===== config.mk =====
export PLATFORM = sky130hd
export DESIGN_NAME = eccfe_top
export DESIGN_NICKNAME = d
export VERILOG_FILES = /design/src/rtl/eccfe_pkg.sv /design/src/rtl/eccfe_dpath.sv /design/src/rtl/eccfe_ctrl.sv /design/src/rtl/eccfe_top.sv
export SDC_FILE = /design/constraint.sdc
export NUM_CORES = 1
export LEC_CHECK = 0
export ABC_CLOCK_PERIOD_IN_PS = 4100
export BUFFER_PORTS_ARGS = -buffer_cell sky130_fd_sc_hd__clkbuf_2
export CAP_MARGIN = 20
export CORE_MARGIN = 2
export CORE_UTILIZATION = 40
export DETAILED_ROUTE_END_ITERATION = 7
export HOLD_SLACK_MARGIN = 0.05
export PLACE_DENSITY = 0.71
export SKIP_CTS_REPAIR_TIMING = 1
export SLEW_MARGIN = 20
export SYNTH_ARGS = -nofsm -noshare
export SYNTH_HDL_FRONTEND = slang
export SYNTH_HIERARCHICAL = 1
export SYNTH_SLANG_ARGS = --single-unit

===== constraint.sdc =====
create_clock -name clk -period 4.1 [get_ports clk]
set_input_delay 0.41 -clock clk [delete_from_list [all_inputs] [get_ports clk]]
set_output_delay 0.41 -clock clk [all_outputs]
set_load 0.02 [all_outputs]

===== src/rtl/eccfe_pkg.sv =====
package eccfe_pkg;
  localparam int ADDR_W = 7;
  localparam int DATA_W = 32;
  localparam int CNT_W  = 10;
  localparam int IDX_W  = 13;
  localparam int ST_W   = 6;
  localparam int CTL_W  = 4;

  // register byte offsets
  localparam logic [ADDR_W-1:0] OFS_CTL    = 7'h00;
  localparam logic [ADDR_W-1:0] OFS_CTLSET = 7'h04;
  localparam logic [ADDR_W-1:0] OFS_CTLCLR = 7'h08;
  localparam logic [ADDR_W-1:0] OFS_CNT    = 7'h0C;
  localparam logic [ADDR_W-1:0] OFS_DATA   = 7'h10;
  localparam logic [ADDR_W-1:0] OFS_PAR    = 7'h14;
  localparam logic [ADDR_W-1:0] OFS_STAT   = 7'h24;
  localparam logic [ADDR_W-1:0] OFS_IDX    = 7'h28;
  localparam logic [ADDR_W-1:0] OFS_IEN    = 7'h38;
  localparam logic [ADDR_W-1:0] OFS_IENSET = 7'h3C;
  localparam logic [ADDR_W-1:0] OFS_IENCLR = 7'h40;

  // control bit positions
  localparam int C_EN   = 0;
  localparam int C_INIT = 1;
  localparam int C_STR  = 2;
  localparam int C_ENC  = 3;

  // status flag positions
  localparam int S_ERR  = 0;
  localparam int S_UNC  = 1;
  localparam int S_ENCF = 2;
  localparam int S_DECF = 3;
  localparam int S_ONES = 4;
  localparam int S_ZERO = 5;

  typedef struct packed {
    logic             ctlEn;
    logic             ctlInit;
    logic             encMode;
    logic             dataWr;
    logic [7:0]       dataByte;
    logic [CNT_W-1:0] target;
    logic [ST_W-1:0]  stClr;
  } strobe_t;
endpackage


===== src/rtl/eccfe_dpath.sv =====
module eccfe_dpath
  import eccfe_pkg::*;
(
  input  logic          clk,
  input  logic          rstN,
  input  strobe_t       strb,
  input  logic [3:0]    errCntIn,
  input  logic [6:0]    errTotIn,
  input  logic          uncorIn,
  output logic [DATA_W-1:0] statusWord
);
  logic [CNT_W-1:0] byteCnt;
  logic             allOnesQ, allZerosQ;
  logic [ST_W-1:0]  flagsQ;
  logic [3:0]       errcQ;
  logic [6:0]       terrQ;

  logic             accept, lastByte, onesNow, zerosNow;
  logic [ST_W-1:0]  setMask;

  assign accept   = strb.dataWr && strb.ctlEn && !strb.ctlInit && (byteCnt < strb.target);
  assign lastByte = accept && (CNT_W'(byteCnt + 1'b1) == strb.target);
  assign onesNow  = allOnesQ  && (strb.dataByte == 8'hFF);
  assign zerosNow = allZerosQ && (strb.dataByte == 8'h00);

  always_comb begin
    setMask = '0;
    if (lastByte) begin
      if (strb.encMode) begin
        setMask[S_ENCF] = 1'b1;
      end else begin
        setMask[S_DECF] = 1'b1;
        setMask[S_ONES] = onesNow;
        setMask[S_ZERO] = zerosNow;
        setMask[S_UNC]  = uncorIn;
        setMask[S_ERR]  = uncorIn || (errTotIn != 7'd0);
      end
    end
  end

  always_ff @(posedge clk or negedge rstN) begin
    if (!rstN) begin
      byteCnt   <= '0;
      allOnesQ  <= 1'b1;
      allZerosQ <= 1'b1;
    end else if (strb.ctlInit) begin
      byteCnt   <= '0;
      allOnesQ  <= 1'b1;
      allZerosQ <= 1'b1;
    end else if (accept) begin
      byteCnt   <= byteCnt + 1'b1;
      allOnesQ  <= onesNow;
      allZerosQ <= zerosNow;
    end
  end

  always_ff @(posedge clk or negedge rstN) begin
    if (!rstN) begin
      flagsQ <= '0;
      errcQ  <= '0;
      terrQ  <= '0;
    end else begin
      flagsQ <= (flagsQ & ~strb.stClr) | setMask;
      if (setMask[S_DECF]) begin
        errcQ <= errCntIn;
        terrQ <= errTotIn;
      end else if (strb.stClr[S_DECF]) begin
        errcQ <= '0;
        terrQ <= '0;
      end
    end
  end

  assign statusWord = {errcQ, 5'd0, terrQ, 10'd0, flagsQ};

  // with the engine off and no init, the byte counter never moves
  a_r5_off_hold: assert property (@(posedge clk) disable iff (!rstN)
    (!strb.ctlEn && !strb.ctlInit) |=> $stable(byteCnt));

  // a finished flag only rises right after an accepted byte
  a_r4_done_after_byte: assert property (@(posedge clk) disable iff (!rstN)
    $rose(flagsQ[S_DECF]) |-> $past(accept));

  // all-ones flag only appears together with decode finished
  a_r6_ones_with_done: assert property (@(posedge clk) disable iff (!rstN)
    $rose(flagsQ[S_ONES]) |-> flagsQ[S_DECF]);

  // init always empties the counter on the following cycle
  a_r3_init_clears: assert property (@(posedge clk) disable iff (!rstN)
    strb.ctlInit |=> (byteCnt == '0));
endmodule


===== src/rtl/eccfe_ctrl.sv =====
module eccfe_ctrl
  import eccfe_pkg::*;
#(
  parameter int NPAR = 4,
  parameter int NIDX = 4
)(
  input  logic                    clk,
  input  logic                    rstN,
  input  logic                    regWe,
  input  logic [ADDR_W-1:0]       regAddr,
  input  logic [DATA_W-1:0]       regWdata,
  input  logic [NPAR*DATA_W-1:0]  parityIn,
  input  logic [NIDX*2*IDX_W-1:0] errIdxIn,
  input  logic [DATA_W-1:0]       statusWord,
  output strobe_t                 strb,
  output logic [DATA_W-1:0]       regRdata,
  output logic                    irq
);
  localparam int IDX_PAD = 16 - IDX_W;

  logic [CTL_W-1:0] ctrlQ, ctrlNext;
  logic [ST_W-1:0]  intEnQ;
  logic [CNT_W-1:0] encCntQ, decCntQ;
  logic wrSet, wrClr, wrCnt, wrData, wrStat, wrIen, wrIenSet, wrIenClr;
  logic unusedOk;

  assign wrSet    = regWe && (regAddr == OFS_CTLSET);
  assign wrClr    = regWe && (regAddr == OFS_CTLCLR);
  assign wrCnt    = regWe && (regAddr == OFS_CNT);
  assign wrData   = regWe && (regAddr == OFS_DATA);
  assign wrStat   = regWe && (regAddr == OFS_STAT);
  assign wrIen    = regWe && (regAddr == OFS_IEN);
  assign wrIenSet = regWe && (regAddr == OFS_IENSET);
  assign wrIenClr = regWe && (regAddr == OFS_IENCLR);
  assign unusedOk = ^{regWdata[31:26], regWdata[15:10]};

  always_comb begin
    ctrlNext = ctrlQ;
    ctrlNext[C_INIT] = 1'b0;
    if (wrSet) ctrlNext = ctrlNext | regWdata[CTL_W-1:0];
    if (wrClr) ctrlNext = ctrlNext & ~regWdata[CTL_W-1:0];
  end

  always_ff @(posedge clk or negedge rstN) begin
    if (!rstN) begin
      ctrlQ   <= '0;
      intEnQ  <= '0;
      encCntQ <= '0;
      decCntQ <= '0;
    end else begin
      ctrlQ <= ctrlNext;
      if (wrIen)         intEnQ <= regWdata[ST_W-1:0];
      else if (wrIenSet) intEnQ <= intEnQ | regWdata[ST_W-1:0];
      else if (wrIenClr) intEnQ <= intEnQ & ~regWdata[ST_W-1:0];
      if (wrCnt) begin
        encCntQ <= regWdata[CNT_W-1:0];
        decCntQ <= regWdata[16 +: CNT_W];
      end
    end
  end

  always_comb begin
    strb.ctlEn    = ctrlQ[C_EN];
    strb.ctlInit  = ctrlQ[C_INIT];
    strb.encMode  = ctrlQ[C_ENC];
    strb.dataWr   = wrData;
    strb.dataByte = regWdata[7:0];
    strb.target   = ctrlQ[C_ENC] ? encCntQ : decCntQ;
    strb.stClr    = wrStat ? regWdata[ST_W-1:0] : '0;
  end

  // error-index words: two positions per word
  logic [DATA_W-1:0] idxWord [NIDX];
  for (genvar k = 0; k < NIDX; k++) begin : g_idx
    assign idxWord[k] = {{IDX_PAD{1'b0}}, errIdxIn[(2*k+1)*IDX_W +: IDX_W],
                         {IDX_PAD{1'b0}}, errIdxIn[(2*k)*IDX_W +: IDX_W]};
  end

  always_comb begin
    regRdata = '0;
    case (regAddr)
      OFS_CTL:  regRdata = {{(DATA_W-CTL_W){1'b0}}, ctrlQ};
      OFS_CNT:  regRdata = {6'd0, decCntQ, 6'd0, encCntQ};
      OFS_STAT: regRdata = statusWord;
      OFS_IEN:  regRdata = {{(DATA_W-ST_W){1'b0}}, intEnQ};
      default:  regRdata = '0;
    endcase
    for (int k = 0; k < NPAR; k++)
      if (regAddr == ADDR_W'(OFS_PAR + 4*k)) regRdata = parityIn[k*DATA_W +: DATA_W];
    for (int k = 0; k < NIDX; k++)
      if (regAddr == ADDR_W'(OFS_IDX + 4*k)) regRdata = idxWord[k];
  end

  assign irq = |(statusWord[ST_W-1:0] & intEnQ);

  // init falls back to zero one cycle after it was set
  a_r3_init_selfclear: assert property (@(posedge clk) disable iff (!rstN)
    (ctrlQ[C_INIT] && !(wrSet && regWdata[C_INIT])) |=> !ctrlQ[C_INIT]);

  // without an alias write the persistent control bits hold
  a_r2_ctrl_hold: assert property (@(posedge clk) disable iff (!rstN)
    !(wrSet || wrClr) |=> $stable({ctrlQ[C_ENC], ctrlQ[C_STR], ctrlQ[C_EN]}));
endmodule


===== src/rtl/eccfe_top.sv =====
module eccfe_top
  import eccfe_pkg::*;
#(
  parameter int NPAR = 4,
  parameter int NIDX = 4
)(
  input  logic                    clk,
  input  logic                    rstN,
  input  logic                    regWe,
  input  logic [ADDR_W-1:0]       regAddr,
  input  logic [DATA_W-1:0]       regWdata,
  output logic [DATA_W-1:0]       regRdata,
  input  logic [NPAR*DATA_W-1:0]  parityIn,
  input  logic [NIDX*2*IDX_W-1:0] errIdxIn,
  input  logic [3:0]              errCntIn,
  input  logic [6:0]              errTotIn,
  input  logic                    uncorIn,
  output logic                    irq
);
  strobe_t           strb;
  logic [DATA_W-1:0] statusWord;

  eccfe_ctrl #(.NPAR(NPAR), .NIDX(NIDX)) ctrl_i (
    .clk(clk), .rstN(rstN), .regWe(regWe), .regAddr(regAddr),
    .regWdata(regWdata), .parityIn(parityIn), .errIdxIn(errIdxIn),
    .statusWord(statusWord), .strb(strb), .regRdata(regRdata), .irq(irq)
  );

  eccfe_dpath dpath_i (
    .clk(clk), .rstN(rstN), .strb(strb), .errCntIn(errCntIn),
    .errTotIn(errTotIn), .uncorIn(uncorIn), .statusWord(statusWord)
  );

  // irq never rises while every enable bit is zero
  a_r10_irq_masked: assert property (@(posedge clk) disable iff (!rstN)
    (ctrl_i.intEnQ == '0) |-> !irq);
endmodule


* Word level (Yosys, flattened, before mapping) *
Index checks and enable logic that the tools add are counted.

storage, ports and cells
  bits of input ports = 286
  register bits after elaboration = 59
  word-level logic and storage cells = 93
  output and inout bits = 33

cells by class
  reduce and logical (&&, ||, !) cells = 23
  equality and inequality tests = 18
  mux-type cells = 30
  add/sub/neg operators = 1
  bitwise logic cells = 10
  $lt $le $gt $ge = 1

operators by type and width
  kind                                                              number
  32-bit two-way mux                                                8
  32-bit one-hot mux with 4 select lines                            1
  7-bit by 6-bit == test with 1-bit output (second input constant)  8
  10-bit two-way mux                                                3
  6-bit two-way mux                                                 5
  7-bit by 5-bit == test with 1-bit output (second input constant)  4
  6-bit bitwise AND                                                 3
  4-bit two-way mux                                                 4
  7-bit by 4-bit == test with 1-bit output (second input constant)  2
  1-bit logical AND                                                 14
  7-bit two-way mux                                                 2
  6-bit inverter                                                    2
  6-bit bitwise OR                                                  2
  10-bit by 1-bit adder with 10-bit output (second input constant)  1
  10-bit == test                                                    1
  10-bit < comparator                                               1
  8-bit == test (second input constant)                             1
  8-bit zero test                                                   1
  7-bit by 3-bit == test with 1-bit output (second input constant)  1
  7-bit == test (second input constant)                             1
  7-bit zero test                                                   1
  7-bit nonzero test                                                1
  6-bit OR reduction                                                1
  1-bit two-way mux                                                 5
  other kinds (9)                                                   10

* Depth between registers and ports, before layout *
Gate-level depths: netlist of the first run.

  word-level depth = 10
  depth in mapped cells = 12
  mapped depth without buffers = 9

* Cells and area by module *
Netlist of the first run, hierarchy kept.

by module, submodules not included
  module       cells each  times used  area each (sq um)  sequential area each (sq um)
  eccfe_ctrl   600         1           4455.5             750.7
  eccfe_dpath  227         1           2169.6             728.2

* Worst setup path before layout of the first run *
OpenSTA, ideal clock, no wires.

  kind = flip-flop to flip-flop
  from = reg (tool-made name)
  to = reg dpath_i.terrQ[1]
  buffers on the path = 2
  data required time = 3.975 ns
  stages on the path, launching flop included = 10
  period minus slack after synthesis = 2.882 ns
  arrival = 2.757 ns
  setup slack = 1.218 ns
  cells stage by stage = dfrtp_1 -> clkbuf_1 -> mux2_2 -> ha_1 -> a211oi_1 -> o311ai_0 -> a2111oi_4 -> nand4b_4 -> buf_6 -> mux2_4

RTL lines
  item                  RTL line           text
  to (signal assigned)  eccfe_dpath.sv:66  terrQ <= errTotIn;
  to (decl)             eccfe_dpath.sv:16  logic [6:0] terrQ;

* Worst setup path in the final report of the first run *
  from = in regAddr[6]
  to = out regRdata[1]

on the way
  longest elaborated chain between the ends = 10
  elaborated cells on any way between the ends = 21

RTL lines
  item                                                                    RTL line          text
  from (decl)                                                             eccfe_top.sv:10   input logic [ADDR_W-1:0] regAddr,
  7-bit by 6-bit == test with 1-bit output, or another cell as far along  eccfe_ctrl.sv:81  case (regAddr)
  32-bit one-hot mux with 4 select lines                                  eccfe_ctrl.sv:81
  32-bit two-way mux (4 in series)                                        eccfe_ctrl.sv:89  if (regAddr == ADDR_W'(OFS_PAR + 4*k)) regRdata = parityIn[k*DATA_W +: DATA_W];
  32-bit two-way mux (3 in series)                                        eccfe_ctrl.sv:91  if (regAddr == ADDR_W'(OFS_IDX + 4*k)) regRdata = idxWord[k];
  32-bit two-way mux *                                                    eccfe_ctrl.sv:91
  to (decl)                                                               eccfe_top.sv:12   output logic [DATA_W-1:0] regRdata,

Mark *: on every way between the ends. The rest lies on a longest branch, timed or not.

==> results of run 1 <==
==> placed cells by master (no fill, tap or decap), drive strengths merged, types with 20 or more instances in the layout <==
master,netlist,final
a21oi,69,69
nor2b,30,30
buf,55,24
clkbuf,45,319
a211oi,20,20
nor3,24,24
o21ai,44,44
dfrtp,57,57
inv,24,24
nand3,21,21
nand2,76,76
nor4bb,22,22
nor2,42,42
mux2,41,41
==> metrics by stage <==
| step | hold slack (ns) | std cells |
|---|---|---|
| after floorplan | 0.114 | 841 |
| after global placement | 0.479 | 1291 |
| after detailed placement | 0.488 | 1291 |
| after CTS | 0.189 | 1306 |
| after global routing | 0.232 | 1310 |
| final | 0.168 | 1310 |
==> area by class of cell <==
class	instances	area, sq um
well taps	220	275
clock buffers	13	250
diodes	4	10.0
fillers	1564	7960
clock inverters	2	60.1
flip-flops and latches	59	1480
multi-input cells	658	4570
repair buffers	330	1710
inverters	24	90.1
==> layer usage <==
layer,global-route usage,share of wire,vias to the layer above
met5,0,0,-
li1,-,-,3651
met1,0.408,0.41,3751
met2,0.518,0.48,384
met3,0.0598,0.076,59
met4,0.104,0.032,0
==> power groups by stage <==
stage / sequential, mW / combinational [mW] / clock, mW
after floorplan: 0.643 / 0.253 / 0
after CTS: 0.654 / 0.461 / 0.801
after global placement: 0.662 / 0.452 / 0
after detailed placement: 0.664 / 0.457 / 0
final: 0.656 / 0.467 / 0.786
after global routing: 0.659 / 0.506 / 0.830
==> worst max path at each step <==
stage	from	to	slack, ns	cells past startpoint
after floorplan	flop	dpath_i/terrQ[1]	1.22	9
after global placement	regAddr[6]	regRdata[1]	0.77	10
after detailed placement	regAddr[6]	regRdata[1]	0.76	10
after CTS	regAddr[6]	regRdata[1]	0.76	10
after global routing	regAddr[3]	regRdata[4]	0.60	7
final	regAddr[6]	regRdata[1]	0.74	10
==> worst reg2reg max path, delay by kind of cell (launching register included) <==
| kind | cells | cell delay [ns] |
|---|---|---|
| and+or+nand+nor | 1 | 0.38 |
| muxes | 2 | 0.84 |
| DFF | 1 | 0.75 |
| adders and majority gates | 1 | 0.29 |
| AOI/OAI and AO/OA | 3 | 0.89 |
==> cell families after synthesis <==
family	after synthesis
other cells	1
xor+xnor	9
compound gates	286
fa+ha+maj	11
mux	44
flops	59
buf+inv	124
simple gates	293
==> results_dict.tcl, run 1 <==
set metrics [dict create \
    power_frac_seq 0.344 \
    regToRegSetupSlack_ns 0.83 \
    rows 47 \
    crit_fanout 25 \
    outcome "finished clean" \
    grt-ovfl-total 0 \
    tightest_slew_ns 0.834 \
    ys_seq_area_frac 0.223 \
    cts_buffers 9 \
    setup_ws_ns 0.736 \
    initial_utilization 0.404 \
    synth-simple-area-share 0.261 \
    gp_congestion 0.979 \
    cp_slowest_cell "buf_4" \
    syn_to_final_growth_pct 27.6 \
    async_flop_share 1.00 \
    layout_min_cycle_time_ns 3.36 \
    yosys.area.top_type "dfrtp_1" \
    routed_wl_mm 28.6 \
    grt_max_degree 32 \
    worstSetupPathType "in -> out" \
    ys_ff_latch 59 \
    synth_fa_ha_area_frac 0.0208 \
    dieWidth_um 133 \
    crit_top_cell "buf_4" \
    synth_compound_area_frac 0.307 \
    synthMostInstantiatedCell "nand2_1" \
    vias 7845 \
    synth_edf_count 0 \
    fin_util 0.515 \
    synthTopCellsByArea "dfrtp_1 (22%), mux2_2 (5.6%), a21oi_1 (5.2%)" \
    worst-path-buf-inv 5 \
    setup_violations 0 \
    dieArea_sq_um 17600 \
    p_sw_frac 0.279 \
    irDropWorstVdd_mv 0.228 \
    r2r-end "dpath_i/terrQ[4]" \
    fin_nets 1379 \
    clkLatencyLatePin_ns 0.33 \
    tns_ns 0 \
    power_switching_mw 0.533 \
    fin_skew_ns 0.00868 \
    grt_pass1_vias 7232 \
    total_power_mw 1.91 \
    powerDensity_nw_per_um2 226 \
    dp_slack_ns 0.756 \
    die_h_um 133 \
    antenna_found_initial 4 \
    synth-xor-area-share 0.0130 \
    clock-sinks 59 \
    end_kind "output port" \
    drtIter0Drc 716 \
    synth_area_sq_um 6630 \
    max_stage_delay_ns 0.35 \
    postLayoutCellArea_sq_um 8450 \
    grt_pass1_wl_mm 42.6 \
    path_clk_slew_ns 0.05 \
    h-tree-depth 3 \
    rsz0062_at_grt "no" \
    worstPathRequired_ns 3.69 \
    p_comb_frac 0.245 \
    synth_mux_area_frac 0.0782 \
    hold_viol 0 \
    drc 0 \
    cts.path.max_buffers 2 \
    slew_headroom 0.442 \
    cts_tree "done" \
    timing.fmax_ghz 0.297 \
    pwr-share-clk 0.412 \
    crit_arrival_ns 2.95 \
    portBuffers 306 \
    postSynthAreaPerCell_sq_um 8.01 \
    placed_area_sq_um 8130 \
    synth_cell_types 84 \
    synth_warnings 6 \
    first_pass_iters 6 \
    p_leak_nw 4.02 \
    drtAntennaViolNets 0 \
    io_pins 319 \
    cts_root_buf "clkbuf_16" \
    synth_top_family_by_area "compound AO/OA/AOI/OAI gates" \
    reg2reg_depth 7 \
    coreArea_sq_um 16400 \
    hp-class "in -> async" \
    synthFlopType "dfrtp_1" \
    routedWlPerCell_um 21.8 \
    track_usage 0.312 \
    avgViaCountPerCell 5.99 \
    ys_top_cells_by_count "nand2_1 (74), a21oi_1 (69), dfrtp_1 (57), clkbuf_1 (45), o21ai_0 (44)" \
    netlist.area_leader.share 0.215 \
    power.internal_mw 1.38 \
    syn_inst 827 \
    slew_viol_final 0 \
    hpwl_mm 23.0 \
    startpoint_type "input port" \
    crit_chain "clkbuf_2 > buf_4 > nor3b_4 > buf_4 > and2_1 > buf_4 > a221o_1 > o21ai_0 > a21oi_1 > clkbuf_2" \
    finalCritPeriodShare 0.821 \
    cap_violations 0 \
    final_layout_size_suffix_gt1_frac 0.377 \
    critPathTopFamily "buffers and inverters" \
]
No activity file was read; power rests on OpenSTA's default activity.
==> inputs of run 2 (changes only) <==
--- a/config.mk
+++ b/config.mk
@@ -5,7 +5,7 @@
 export SDC_FILE = /design/constraint.sdc
 export NUM_CORES = 1
 export LEC_CHECK = 0
-export ABC_CLOCK_PERIOD_IN_PS = 4100
+export ABC_CLOCK_PERIOD_IN_PS = 3100
 export BUFFER_PORTS_ARGS = -buffer_cell sky130_fd_sc_hd__clkbuf_2
 export CAP_MARGIN = 20
 export CORE_MARGIN = 2
==> constraint.sdc (replaced) <==
create_clock -name clk -period 3.1 [get_ports clk]
set_input_delay 0.31 -clock clk [delete_from_list [all_inputs] [get_ports clk]]
set_output_delay 0.31 -clock clk [all_outputs]
set_load 0.02 [all_outputs]
==> results_dict.tcl, run 2 (synthesized netlist as in run 1, its figures left out) <==
set metrics [dict create \
    p_leak_nw 4.11 \
    path_clk_slew_ns 0.06 \
    setup_violations 0 \
    grt_max_degree 60 \
    rows 47 \
    pwr-share-clk 0.383 \
    critPathTopFamily "simple AND/OR/NAND/NOR gates" \
    cp_slowest_cell "or4b_2" \
    hpwl_mm 23.0 \
    avgViaCountPerCell 6.06 \
    power_switching_mw 0.739 \
    io_pins 319 \
    timing.fmax_ghz 0.336 \
    tightest_slew_ns 0.778 \
    slew_viol_final 0 \
    clkLatencyLatePin_ns 0.34 \
    crit_chain "clkbuf_2 > or4b_2 > nor4b_1 > a21oi_1 > a211o_1 > a21oi_1 > clkbuf_2" \
    startpoint_type "input port" \
    p_sw_frac 0.304 \
    drtAntennaViolNets 0 \
    cap_violations 0 \
    fin_util 0.522 \
    cts_root_buf "clkbuf_16" \
    worstSetupPathType "in -> out" \
    grt-ovfl-total 0 \
    layout_min_cycle_time_ns 2.97 \
    worstPathRequired_ns 2.79 \
    vias 8043 \
    stdcell_count 1327 \
    routed_wl_mm 28.5 \
    crit_arrival_ns 2.66 \
    routedWlPerCell_um 21.5 \
    drtIter0Drc 841 \
    grt_pass1_wl_mm 42.8 \
    antenna_found_initial 4 \
    outcome "finished clean" \
    dieArea_sq_um 17600 \
    fin_skew_ns 0.00980 \
    coreArea_sq_um 16400 \
    powerDensity_nw_per_um2 284 \
    cts_tree "done" \
    cts_buffers 9 \
    irDropWorstVdd_mv 0.303 \
    syn_to_final_growth_pct 29.3 \
    fin_nets 1398 \
    clock-sinks 59 \
    drc 0 \
    crit_fanout 14 \
    gp_congestion 1.04 \
    initial_utilization 0.404 \
    worst-path-buf-inv 2 \
    final_layout_size_suffix_gt1_frac 0.390 \
    h-tree-depth 3 \
    p_comb_frac 0.261 \
    tns_ns 0 \
    finalCritPeriodShare 0.959 \
    track_usage 0.313 \
    cts.path.max_buffers 2 \
    dieWidth_um 133 \
    portBuffers 306 \
    placed_cells 1310 \
    power_frac_seq 0.355 \
    hp-class "in -> async" \
    layout_commonest_cell "clkbuf_2" \
    slew_headroom 0.481 \
    end_kind "output port" \
    final_cell_mix "clkbuf_2 (306), nand2_1 (74), a21oi_1 (69)" \
    grt_pass1_vias 7599 \
    first_pass_iters 6 \
    die_h_um 133 \
    rsz0062_at_grt "no" \
    power.internal_mw 1.69 \
    max_stage_delay_ns 0.77 \
    hold_viol 0 \
]
## run 2: stage by stage
stage / total power, mW / hold slack, ns / instance area [sq um] / worst slack [ns]
4_1_cts: 2.44 / 0.154 / 8570 / 0.181
3_5_place_dp: 1.50 / 0.483 / 8290 / 0.235
5_1_grt: 2.54 / 0.201 / 8570 / 0.0184
3_3_place_gp: 1.49 / 0.481 / 8290 / 0.273
2_1_floorplan: 1.19 / 0.0144 / 6680 / 0.218
6_report: 2.43 / 0.115 / 8570 / 0.127
## run 2: worst register-to-register path, cell delays in order (launching register included)
cell	delay, ns
dfrtp_1	0.36
buf_4	0.16
mux2_2	0.36
ha_1	0.29
a211oi_1	0.18
o311ai_0	0.28
a2111oi_4	0.40
nand4b_4	0.37
mux2_2	0.42
## run 2: area by class of cell
cell class,instances,area (sq um)
Antenna cell,1,2.50
Clock buffer,12,256
Clock inverter,4,25.0
Fill cell,1607,7840
Inverter,24,90.1
Multi-Input combinational cell,658,4570
Sequential cell,59,1480
Tap cell,220,275
Timing Repair Buffer,349,1870
## run 2: final timing paths
path | startpoint | to | slack (ns) | cells after the start
setup / recovery | regAddr[1] | regRdata[4] | 0.13 | 7
hold / removal | rstN | ctrl_i/decCntQ[3] | 0.11 | 2
setup reg to reg | flop | dpath_i/terrQ[0] | 0.16 | 8
hold reg to reg | dpath_i/allOnesQ | dpath_i/allOnesQ | 0.49 | 2
max in group asynchronous | rstN | dpath_i/errcQ[2] | 2.44 | 2
min in group clk | regWdata[18] | ctrl_i/decCntQ[2] | 0.20 | 2
## run 2: power groups by stage
stage / Clock [mW] / Sequential, mW / Combinational [mW]
floorplan: 0 / 0.851 / 0.335
global placement: 0 / 0.874 / 0.612
detailed placement: 0 / 0.876 / 0.621
CTS: 0.951 / 0.862 / 0.625
global route: 0.988 / 0.867 / 0.686
finish: 0.932 / 0.865 / 0.636
## run 2: metal layers
metal	up-vias	wire [um]	global-route usage
li1	3699	-	-
met1	3811	11100	0.385
met2	443	13500	0.523
met3	84	2770	0.0943
met4	6	1110	0.109
met5	-	42	0
==> inputs of run 3 (changes only) <==
--- a/config.mk
+++ b/config.mk
@@ -8,11 +8,13 @@
 export ABC_CLOCK_PERIOD_IN_PS = 3100
 export BUFFER_PORTS_ARGS = -buffer_cell sky130_fd_sc_hd__clkbuf_2
 export CAP_MARGIN = 20
+export CELL_PAD_IN_SITES_DETAIL_PLACEMENT = 1
+export CELL_PAD_IN_SITES_GLOBAL_PLACEMENT = 1
 export CORE_MARGIN = 2
-export CORE_UTILIZATION = 40
+export CORE_UTILIZATION = 33
 export DETAILED_ROUTE_END_ITERATION = 7
 export HOLD_SLACK_MARGIN = 0.05
-export PLACE_DENSITY = 0.71
+export PLACE_DENSITY_LB_ADDON = 0.1
 export SKIP_CTS_REPAIR_TIMING = 1
 export SLEW_MARGIN = 20
 export SYNTH_ARGS = -nofsm -noshare
==> results_dict.tcl, run 3 (synthesized netlist as in run 1, its figures left out) <==
set metrics [dict create \
    outcome "finished clean" \
    drtIter0Drc 434 \
    p_leak_nw 4.20 \
    timing.fmax_ghz 0.342 \
    critPathTopFamily "simple AND/OR/NAND/NOR gates" \
    worstSetupPathType "in -> out" \
    hold_viol 0 \
    cap_violations 0 \
    routed_wl_mm 31.5 \
    layout_min_cycle_time_ns 2.93 \
    startpoint_type "input port" \
    syn_to_final_growth_pct 32.6 \
    hp-class "in -> reg" \
    drc 0 \
    path_clk_slew_ns 0.06 \
    slew_viol_final 0 \
    irDropWorstVdd_mv 0.304 \
    crit_chain "clkbuf_2 > or4_1 > nor3_1 > a222oi_1 > a211o_1 > a21oi_1 > clkbuf_2" \
    crit_arrival_ns 2.62 \
    finalCritPeriodShare 0.944 \
    hpwl_mm 25.9 \
    slew_headroom 0.429 \
    final_layout_size_suffix_gt1_frac 0.395 \
    crit_top_cell "clkbuf_2" \
    worstPathRequired_ns 2.79 \
    grt_pass1_wl_mm 48.8 \
    fin_nets 1410 \
    cp_slowest_cell "or4_1" \
    tns_ns 0 \
    setup_violations 0 \
    cts.path.max_buffers 2 \
    grt_max_degree 60 \
    nFillCells 2495 \
    portBuffers 306 \
    grt_pass1_vias 8136 \
    routedWlPerCell_um 22.8 \
    dieWidth_um 146 \
    dieArea_sq_um 21200 \
    layout_commonest_cell "clkbuf_2" \
    rsz0062_at_grt "no" \
    grt-ovfl-total 0 \
    first_pass_iters 5 \
    gp_congestion 0.925 \
    tightest_slew_ns 0.846 \
    crit_fanout 14 \
    vias 7920 \
    h-tree-depth 3 \
    cts_root_buf "clkbuf_16" \
    worst-path-buf-inv 2 \
    end_kind "output port" \
    antenna_found_initial 3 \
    powerDensity_nw_per_um2 304 \
    max_stage_delay_ns 0.69 \
    fin_skew_ns 0.00536 \
    io_pins 319 \
    drtAntennaViolNets 0 \
    initial_utilization 0.338 \
    cts_buffers 9 \
    final_cell_mix "clkbuf_2 (306), nand2_1 (74), a21oi_1 (69)" \
    holdWs_ns 0.208 \
    rows 51 \
    avgViaCountPerCell 5.71 \
    cts_tree "done" \
    die_h_um 146 \
    clkLatencyLatePin_ns 0.33 \
    coreArea_sq_um 19600 \
    track_usage 0.292 \
    clock-sinks 59 \
]
run 3: changes by cell type in the layout (fill, tap and decap cells not counted), sizes merged:
cell / delta
clkbuf: -1
bufinv: +3
dlygate4sd3: +1
clkinvlp: -2
diode: +2
buf: +11
run 3: metrics by stage:
step / utilization / instances / worst slack [ns] / power, mW / cell area, sq um
2_1_floorplan: - / 841 / 0.218 / 1.19 / 6680
3_3_place_gp: 0.430 / 1366 / 0.220 / 1.50 / 8420
3_5_place_dp: 0.430 / 1366 / 0.213 / 1.51 / 8420
4_1_cts: 0.448 / 1382 / 0.215 / 2.68 / 8770
5_1_grt: 0.448 / 1386 / 0.0296 / 2.79 / 8780
6_report: 0.448 / 1386 / 0.174 / 2.67 / 8780
run 3: cell type report:
class	instances	area [sq um]	area share
Antenna cell	3	7.51	0.000855
Clock buffer	11	243	0.0276
Clock inverter	5	100	0.0114
Inverter	24	90.1	0.0103
Multi-Input combinational cell	658	4570	0.521
Sequential cell	59	1480	0.168
Tap cell	265	332	0.0377
Timing Repair Buffer	361	1960	0.223
run 3: path summary, 6_finish.rpt:
path,from,to,slack [ns],depth (start not counted)
max in group asynchronous,rstN,dpath_i/allOnesQ,2.26,3
hold reg to reg,dpath_i/allZerosQ,dpath_i/allZerosQ,0.50,2
hold / removal,regWdata[8],ctrl_i/encCntQ[8],0.21,2
min in group asynchronous,rstN,dpath_i/byteCnt[0],0.51,3
setup / recovery,regAddr[1],regRdata[3],0.17,7
setup reg to reg,flop,dpath_i/byteCnt[4],0.19,11
run 3: per-layer routing:
metal	vias to the layer above	global-route usage	share of wire
met4	0	0.0892	0.027
met1	3900	0.372	0.42
li1	3724	-	-
met3	41	0.0451	0.058
met5	-	0	0
met2	255	0.508	0.49
run 3: power breakdown:
group	total [mW]	internal, mW	switching [mW]
clock	1.16	0.804	0.356
combinational	0.638	0.299	0.338
sequential	0.870	0.816	0.0539
total	2.67	1.92	0.748
